==> config.mk <==
export PLATFORM = sky130hd
export DESIGN_NAME = cfg_loader
export DESIGN_NICKNAME = d
export VERILOG_FILES = /design/src/rtl/cfg_pkg.sv /design/src/rtl/cfg_seq.sv /design/src/rtl/cfg_copy_buf.sv /design/src/rtl/cfg_vote_rf.sv /design/src/rtl/cfg_loader.sv
export SDC_FILE = /design/constraint.sdc
export NUM_CORES = 1
export LEC_CHECK = 0
export CAP_MARGIN = 20
export CORE_ASPECT_RATIO = 0.7
export CORE_MARGIN = 1
export CORE_UTILIZATION = 40
export DETAILED_ROUTE_END_ITERATION = 8
export MAX_ROUTING_LAYER = met4
export PLACE_DENSITY_LB_ADDON = 0.08
export SKIP_CTS_REPAIR_TIMING = 1
export SLEW_MARGIN = 30
export SYNTH_ARGS = -nofsm -noshare
export SYNTH_HDL_FRONTEND = slang
export SYNTH_SLANG_ARGS = --single-unit
==> constraint.sdc <==
create_clock -name clk -period 5.23 [get_ports clk]
set_input_delay 1.3075 -clock clk [delete_from_list [all_inputs] [get_ports clk]]
set_output_delay 1.3075 -clock clk [all_outputs]
set_load 0.01 [all_outputs]
==> src/rtl/cfg_pkg.sv <==
// Shared types and constants for the configuration loader.
// Assumes: register 0x0A carries the activation and enable bits.
package cfg_pkg;

    // Sequencer phases
    typedef enum logic [1:0] {
        ST_IDLE = 2'b00,
        ST_WAIT = 2'b01,
        ST_LOAD = 2'b10,
        ST_DONE = 2'b11
    } ld_state_t;

    // Power mode codes driven on pwr_mode
    localparam logic [1:0] MODE_OFF  = 2'b00;
    localparam logic [1:0] MODE_STBY = 2'b01;
    localparam logic [1:0] MODE_RUN  = 2'b10;

    localparam int unsigned NUM_COPIES = 3;
    localparam int unsigned STRAP_W    = 3;
    localparam int unsigned CTRL_REG   = 10;   // register holding enable/activation
    localparam int unsigned ACT_BIT    = 6;
    localparam int unsigned ENB_BIT    = 7;

    // Bitwise 2-of-3 majority of three bytes
    function automatic logic [7:0] maj3(input logic [7:0] a,
                                        input logic [7:0] b,
                                        input logic [7:0] c);
        return (a & b) | (a & c) | (b & c);
    endfunction

endpackage

==> src/rtl/cfg_seq.sv <==
// Load sequencer: latches the strap profile, waits the settling delay,
// then walks copy 0..2 and byte 0..PROF_BYTES-1 with a req/valid read.
// Assumes: mem_valid is only meaningful while mem_req is high.
module cfg_seq
    import cfg_pkg::*;
#(
    parameter int unsigned PROF_BYTES     = 16,
    parameter int unsigned STARTUP_CYCLES = 1055,
    parameter int unsigned ADDR_W         = 9,
    parameter int unsigned IDX_W          = 4
) (
    input  logic                clk,
    input  logic                rst_n,
    input  logic [STRAP_W-1:0]  straps,
    input  logic                mem_valid,
    output ld_state_t           state,
    output logic                mem_req,
    output logic [ADDR_W-1:0]   mem_addr,
    output logic [1:0]          copy_idx,
    output logic [IDX_W-1:0]    byte_idx,
    output logic                byte_take,
    output logic                stby_flag
);

    localparam int unsigned CNT_W = $clog2(STARTUP_CYCLES + 1);
    localparam logic [CNT_W-1:0] WAIT_END = CNT_W'(STARTUP_CYCLES - 1);
    localparam logic [IDX_W-1:0] LAST_IDX = IDX_W'(PROF_BYTES - 1);
    localparam logic [1:0]       LAST_CPY = 2'(NUM_COPIES - 1);

    logic [STRAP_W-1:0] prof_q;
    logic [CNT_W-1:0]   wait_cnt;
    logic [ADDR_W-1:0]  slot;
    logic               last_byte;

    // Request is live for the whole fetch phase
    assign mem_req   = (state == ST_LOAD);
    assign byte_take = mem_req & mem_valid;
    assign last_byte = (byte_idx == LAST_IDX);

    // Address of the current byte from profile, copy and byte index
    always_comb begin
        slot     = ADDR_W'(prof_q) * ADDR_W'(NUM_COPIES) + ADDR_W'(copy_idx);
        mem_addr = slot * ADDR_W'(PROF_BYTES) + ADDR_W'(byte_idx);
    end

    // Phase, counters and strap latch
    always_ff @(posedge clk) begin
        if (!rst_n) begin
            state    <= ST_IDLE;
            prof_q   <= '0;
            wait_cnt <= '0;
            copy_idx <= '0;
            byte_idx <= '0;
        end else begin
            unique case (state)
                ST_IDLE: begin
                    prof_q   <= straps;
                    wait_cnt <= '0;
                    state    <= ST_WAIT;
                end
                ST_WAIT: begin
                    if (wait_cnt == WAIT_END) begin
                        state    <= ST_LOAD;
                        copy_idx <= '0;
                        byte_idx <= '0;
                    end else begin
                        wait_cnt <= wait_cnt + 1'b1;
                    end
                end
                ST_LOAD: begin
                    if (mem_valid) begin
                        if (last_byte) begin
                            byte_idx <= '0;
                            if (copy_idx == LAST_CPY) begin
                                state <= ST_DONE;
                            end else begin
                                copy_idx <= copy_idx + 1'b1;
                            end
                        end else begin
                            byte_idx <= byte_idx + 1'b1;
                        end
                    end
                end
                default: state <= ST_DONE;
            endcase
        end
    end

    // Standby latch: set once the first copy is complete
    always_ff @(posedge clk) begin
        if (!rst_n) begin
            stby_flag <= 1'b0;
        end else if (byte_take && last_byte && copy_idx == 2'd0) begin
            stby_flag <= 1'b1;
        end
    end

endmodule

==> src/rtl/cfg_copy_buf.sv <==
// Holding store for copies 0 and 1; copy 2 is voted on arrival and
// never stored. Assumes byte_take pulses once per fetched byte.
module cfg_copy_buf #(
    parameter int unsigned PROF_BYTES = 16,
    parameter int unsigned IDX_W      = 4
) (
    input  logic                    clk,
    input  logic                    rst_n,
    input  logic                    byte_take,
    input  logic [1:0]              copy_idx,
    input  logic [IDX_W-1:0]        byte_idx,
    input  logic [7:0]              rdata,
    output logic [PROF_BYTES*8-1:0] copy_a,
    output logic [PROF_BYTES*8-1:0] copy_b
);

    generate
        for (genvar g = 0; g < PROF_BYTES; g++) begin : g_slot
            logic hit;
            assign hit = byte_take && (byte_idx == IDX_W'(g));

            // Capture this byte slot for copy 0 or copy 1
            always_ff @(posedge clk) begin
                if (!rst_n) begin
                    copy_a[g*8 +: 8] <= 8'h00;
                    copy_b[g*8 +: 8] <= 8'h00;
                end else if (hit && copy_idx == 2'd0) begin
                    copy_a[g*8 +: 8] <= rdata;
                end else if (hit && copy_idx == 2'd1) begin
                    copy_b[g*8 +: 8] <= rdata;
                end
            end
        end
    endgenerate

endmodule

==> src/rtl/cfg_vote_rf.sv <==
// Voted register file: third-copy bytes are merged with the two held
// copies by 2-of-3 majority; a write port works only once loading ends.
// Assumes vote_take and wr_allow are never high together.
module cfg_vote_rf
    import cfg_pkg::*;
#(
    parameter int unsigned PROF_BYTES = 16,
    parameter int unsigned IDX_W      = 4
) (
    input  logic                    clk,
    input  logic                    rst_n,
    input  logic                    vote_take,
    input  logic [IDX_W-1:0]        byte_idx,
    input  logic [7:0]              rdata,
    input  logic [PROF_BYTES*8-1:0] copy_a,
    input  logic [PROF_BYTES*8-1:0] copy_b,
    input  logic                    wr_allow,
    input  logic                    wr_en,
    input  logic [IDX_W-1:0]        wr_addr,
    input  logic [7:0]              wr_data,
    input  logic [IDX_W-1:0]        rd_addr,
    output logic [7:0]              rd_data,
    output logic                    act_bit,
    output logic                    wr_ack,
    output logic                    wr_rej
);

    logic [7:0] rf [PROF_BYTES];

    generate
        for (genvar g = 0; g < PROF_BYTES; g++) begin : g_reg
            logic vote_hit;
            logic wr_hit;
            assign vote_hit = vote_take && (byte_idx == IDX_W'(g));
            assign wr_hit   = wr_allow && wr_en && (wr_addr == IDX_W'(g));

            // Load the voted byte, or a post-load write
            always_ff @(posedge clk) begin
                if (!rst_n) begin
                    rf[g] <= 8'h00;
                end else if (vote_hit) begin
                    rf[g] <= maj3(copy_a[g*8 +: 8], copy_b[g*8 +: 8], rdata);
                end else if (wr_hit) begin
                    rf[g] <= wr_data;
                end
            end
        end
    endgenerate

    // Combinational read with out-of-range guard
    always_comb begin
        if (int'(rd_addr) < PROF_BYTES) rd_data = rf[rd_addr];
        else                            rd_data = 8'h00;
    end

    assign act_bit = rf[CTRL_REG][ACT_BIT];

    // Write outcome pulses, one cycle after the strobe
    always_ff @(posedge clk) begin
        if (!rst_n) begin
            wr_ack <= 1'b0;
            wr_rej <= 1'b0;
        end else begin
            wr_ack <= wr_en && wr_allow;
            wr_rej <= wr_en && !wr_allow;
        end
    end

endmodule

==> src/rtl/cfg_loader.sv <==
// Top of the strap-selected, triple-read configuration loader.
// Forces Standby after the first copy; picks Run/Standby from the voted
// activation bit once loading ends. Assumes PROF_BYTES > CTRL_REG.
module cfg_loader
    import cfg_pkg::*;
#(
    parameter int unsigned PROF_BYTES     = 16,
    parameter int unsigned STARTUP_CYCLES = 1055,
    localparam int unsigned ADDR_W = $clog2((1 << STRAP_W) * NUM_COPIES * PROF_BYTES),
    localparam int unsigned IDX_W  = $clog2(PROF_BYTES)
) (
    input  logic              clk,
    input  logic              rst_n,
    input  logic              strap_tx,
    input  logic              strap_rx,
    input  logic              strap_en,
    output logic              mem_req,
    output logic [ADDR_W-1:0] mem_addr,
    input  logic              mem_valid,
    input  logic [7:0]        mem_rdata,
    input  logic [IDX_W-1:0]  reg_rd_addr,
    output logic [7:0]        reg_rd_data,
    input  logic              reg_wr_en,
    input  logic [IDX_W-1:0]  reg_wr_addr,
    input  logic [7:0]        reg_wr_data,
    output logic              reg_wr_ack,
    output logic              reg_wr_rej,
    output logic [1:0]        pwr_mode,
    output logic              regu_en,
    output logic              osc_en,
    output logic              load_done
);

    ld_state_t              state;
    logic [1:0]             copy_idx;
    logic [IDX_W-1:0]       byte_idx;
    logic                   byte_take;
    logic                   stby_flag;
    logic                   act_bit;
    logic [PROF_BYTES*8-1:0] copy_a;
    logic [PROF_BYTES*8-1:0] copy_b;

    cfg_seq #(
        .PROF_BYTES     (PROF_BYTES),
        .STARTUP_CYCLES (STARTUP_CYCLES),
        .ADDR_W         (ADDR_W),
        .IDX_W          (IDX_W)
    ) u_seq (
        .clk       (clk),
        .rst_n     (rst_n),
        .straps    ({strap_tx, strap_rx, strap_en}),
        .mem_valid (mem_valid),
        .state     (state),
        .mem_req   (mem_req),
        .mem_addr  (mem_addr),
        .copy_idx  (copy_idx),
        .byte_idx  (byte_idx),
        .byte_take (byte_take),
        .stby_flag (stby_flag)
    );

    cfg_copy_buf #(
        .PROF_BYTES (PROF_BYTES),
        .IDX_W      (IDX_W)
    ) u_buf (
        .clk       (clk),
        .rst_n     (rst_n),
        .byte_take (byte_take),
        .copy_idx  (copy_idx),
        .byte_idx  (byte_idx),
        .rdata     (mem_rdata),
        .copy_a    (copy_a),
        .copy_b    (copy_b)
    );

    cfg_vote_rf #(
        .PROF_BYTES (PROF_BYTES),
        .IDX_W      (IDX_W)
    ) u_rf (
        .clk       (clk),
        .rst_n     (rst_n),
        .vote_take (byte_take && copy_idx == 2'd2),
        .byte_idx  (byte_idx),
        .rdata     (mem_rdata),
        .copy_a    (copy_a),
        .copy_b    (copy_b),
        .wr_allow  (state == ST_DONE),
        .wr_en     (reg_wr_en),
        .wr_addr   (reg_wr_addr),
        .wr_data   (reg_wr_data),
        .rd_addr   (reg_rd_addr),
        .rd_data   (reg_rd_data),
        .act_bit   (act_bit),
        .wr_ack    (reg_wr_ack),
        .wr_rej    (reg_wr_rej)
    );

    assign load_done = (state == ST_DONE);
    assign regu_en   = stby_flag;
    assign osc_en    = stby_flag;

    // Power mode: off until copy 0 is in, then Standby, Run once voted act=1
    always_comb begin
        if (!stby_flag)                pwr_mode = MODE_OFF;
        else if (load_done && act_bit) pwr_mode = MODE_RUN;
        else                           pwr_mode = MODE_STBY;
    end

endmodule

==> out/metrics.yaml <==
crit_start: "reg_rd_addr[0]"
routed_wl_um: 56900
ant_nets: 0
maxCapViolCount: 0
drt_iter0_markers: 1176
initial_core_util_pct: 41.0
max_slew.worst_pin.slew_ns: 0.962
numPortBuffers: 55
synthToLayoutAreaGrowth_pct: 14.1
grt.total_usage_pct: 24.8
slew_violations: 0
finalCriticalPeriod_ns: 4.71
r2r_end: "u_rf.rf[0][2]$_DFFE_PP_"
required_ns: 3.92
p_leak_uw: 0.00848
mappedNetlistNets: 1677
coreArea_sq_um: 45600
crit_type: "in2out"
crit_arrival_ns: 3.40
switching_share_pct: 22.7
r2r_start: "u_seq.state[1]$_SDFFE_PN0P_"
path_cells: "buf_2 -> buf_12 -> mux4_2 -> a22oi_1 -> nand2_1 -> clkdlybuf4s50_1"
grt_use_met3_pct: 5.97
drive_gt1_share_pct: 11.7
root_buffer: "clkbuf_16"
synth_edf_count: 128
fin_cells: 2287
crit_end: "reg_rd_data[1]"
cts_sinks: 409
first_pass_iters: 7
cp_num_cells: 6
gr-max-usage-layer: "met1"
grt_pass1_vias: 12400
antenna_found_initial: 0
critPathLaunchType: "input port"
place_inst: 2208
critPathTopFamily: "buffers and inverters"
rsz0062_at_grt: "false"
drcViolationCount: 2
cts_max_path_buffers: 3
yosys_warnings: 0
fp.dieH_um: 183
insertedDiodeCount: 0
rrSetupSlack_ns: 2.15
cpMaxStageDelayCell: "mux4_2"
grt_use_met2_pct: 34.0
max_freq_mhz: 213
combPwrFrac_pct: 4.9
cts_inserted_buffers: 43
met1_usage_pct: 36.5
grt_overflow: 0
clock_latency_ns: 0.56
p_switching_uw: 1550
nets: 1697
endpoint_kind: "output pin"
gp_congestion: 0.942
vias: 13000
setup_tns_ns: 0
worst_ir_drop_vdd_v: 0.000214
clk_pin_slew_ns: 0.06
routedWlPerCell_um: 24.9
syn_area_sq_um: 18700
setup_viol: 0
postSynthAreaPerCell_sq_um: 11.5
crit_path_max_incr_delay_ns: 0.53
clkPwrFrac_pct: 46.3
die_w_um: 260
power.density_nw_per_um2: 320
synthArstFlopShare_pct: 0
hold_violations: 0
clock_skew_ns: 0.0176
tritoncts: "yes"
ctsHtreeMaxLevel: 2
rows: 65
drt-vias-per-instance: 5.69
slew_headroom_pct: 35.5
power_frac_seq_pct: 48.8
outcome: "complete, but fails checks"
die_area_sq_um: 47700
synth_seq_area_share_pct: 50.6
grt_max_degree: 89
hpwl_um: 38800
grt_first_pass_wirelength_um: 84000
violations: "DRC"
ys_ff_latch: 409
crit_fanout: 19
min_period_over_period_pct: 90.0
cp_num_buf_inv: 3
synth.distinct_cells: 59
hold_path_class: "reg2reg"
synthFlopType: "dfxtp_1"
syn_inst: 1630
reg2reg_depth: 5
io_pins: 56
internal-power_uw: 5290
## power groups by stage
stage | sequential [uW] | combinational, uW | clock (uW)
final | 3340 | 338 | 3170
after global routing | 3340 | 359 | 3360
after CTS | 3330 | 339 | 3230
after detailed placement | 3400 | 337 | 0
after global placement | 3410 | 333 | 0
after floorplan | 3380 | 190 | 0
## through the flow
step | hold WS (ns) | total power [uW] | instance area [sq um] | util [%] | worst slack, ns
floorplan | 0.463 | 3570 | 18700 | - | 1.29
global placement | 0.476 | 3740 | 19900 | 43.6 | 0.515
detailed placement | 0.486 | 3740 | 19900 | 43.6 | 0.507
CTS | 0.503 | 6900 | 21300 | 46.8 | 0.500
global route | 0.515 | 7060 | 21300 | 46.8 | 0.375
finish | 0.499 | 6840 | 21300 | 46.8 | 0.525
## cells by family after synthesis
group | synth area share (%)
AND/OR/NAND/NOR | 11.7
buffers and inverters | 3.12
multiplexers | 17.5
AO/OA/AOI/OAI | 8.83
XOR/XNOR | 0.140
adder cells (fa/ha/maj) | 8.00
flip-flops | 50.6
## state kept, by name, indices dropped and copies added, names as in the netlist
register	cells
u_buf.copy_a	128
u_buf.copy_b	128
u_rf.rf	128
u_rf.wr_ack	1
u_rf.wr_rej	1
u_seq.byte_idx	4
u_seq.copy_idx	2
u_seq.prof_q	3
u_seq.state	2
u_seq.stby_flag	1
u_seq.wait_cnt	11
## placed cells by master, fill, tap and decap left out, drive strengths merged, types with 15 or more instances in the layout
cell type	instances
a22o	130
maj3	128
o21ai	15
edfxtp	128
nand2	30
nor3	44
buf	60
mux4	32
clkbuf	57
dfxtp	281
nor2	277
a22oi	16
clkdlybuf4s50	46
mux2i	256
inv	15
clkinv	17
nand3	32
## cell type report
type | instances | area [sq um]
Fill cell | 4124 | 24300
Sequential cell | 409 | 9470
Clock inverter | 22 | 203
Multi-Input combinational cell | 1075 | 8680
Timing Repair Buffer | 106 | 926
Inverter | 15 | 63.8
Tap cell | 603 | 754
Clock buffer | 57 | 1250
## synth_stat cells (3+ instances only)
| master | n | area share [%] |
|---|---|---|
| nand3_1 | 24 | 0.64 |
| buf_4 | 3 | 0.12 |
| nand3_2 | 8 | 0.43 |
| dfxtp_1 | 281 | 30 |
| o311ai_1 | 4 | 0.19 |
| nand4_1 | 5 | 0.17 |
| nor3_4 | 16 | 1.4 |
| or3_1 | 7 | 0.23 |
| nor4_1 | 4 | 0.13 |
| nor2_1 | 277 | 5.6 |
| a31oi_1 | 9 | 0.30 |
| o21ai_0 | 14 | 0.37 |
| a21oi_1 | 12 | 0.32 |
| inv_1 | 12 | 0.24 |
| nor3_1 | 22 | 0.59 |
| ha_1 | 14 | 0.94 |
| nor2b_1 | 4 | 0.13 |
| clkbuf_1 | 95 | 1.9 |
| a311o_1 | 6 | 0.32 |
| edfxtp_1 | 128 | 21 |
| inv_2 | 3 | 0.060 |
| and3_1 | 6 | 0.20 |
| mux2i_1 | 256 | 14 |
| a22oi_1 | 16 | 0.64 |
| a22o_1 | 130 | 6.1 |
| nand3b_1 | 3 | 0.12 |
| nand4bb_1 | 3 | 0.18 |
| buf_2 | 14 | 0.37 |
| mux4_2 | 32 | 3.9 |
| nor3_2 | 6 | 0.32 |
| and2_1 | 6 | 0.20 |
| nand2_1 | 30 | 0.60 |
| buf_1 | 18 | 0.36 |
| maj3_1 | 128 | 6.8 |
## how the worst min path moves through the flow
stage	start	to	slack, ns	cells past startpoint
after global placement	u_buf.copy_b[111]$_SDFFE_PN0P_	u_buf.copy_b[111]$_SDFFE_PN0P_	0.48	2
after CTS	u_buf.copy_b[10]$_SDFFE_PN0P_	u_buf.copy_b[10]$_SDFFE_PN0P_	0.50	2
after global routing	u_buf.copy_b[31]$_SDFFE_PN0P_	u_buf.copy_b[31]$_SDFFE_PN0P_	0.51	2
after floorplan	u_buf.copy_b[15]$_SDFFE_PN0P_	u_buf.copy_b[15]$_SDFFE_PN0P_	0.46	2
after detailed placement	u_buf.copy_b[31]$_SDFFE_PN0P_	u_buf.copy_b[31]$_SDFFE_PN0P_	0.49	2
final	u_buf.copy_a[69]$_SDFFE_PN0P_	u_buf.copy_a[69]$_SDFFE_PN0P_	0.50	2
## metal layers
layer  wire (um)  up-vias
met4        1070        0
met1       27900     6485
met5           0        -
li1            -     6027
met3        4680       65
met2       23200      438
## worst reg2reg max path: stages, from the launching register on
cell and delay, ns:
dfxtp_1 0.46, buf_4 0.33, nand4_1 0.27, nor3_1 0.56
nor3b_2 0.64, a311o_1 0.46
(Power assumes the default switching activity.)
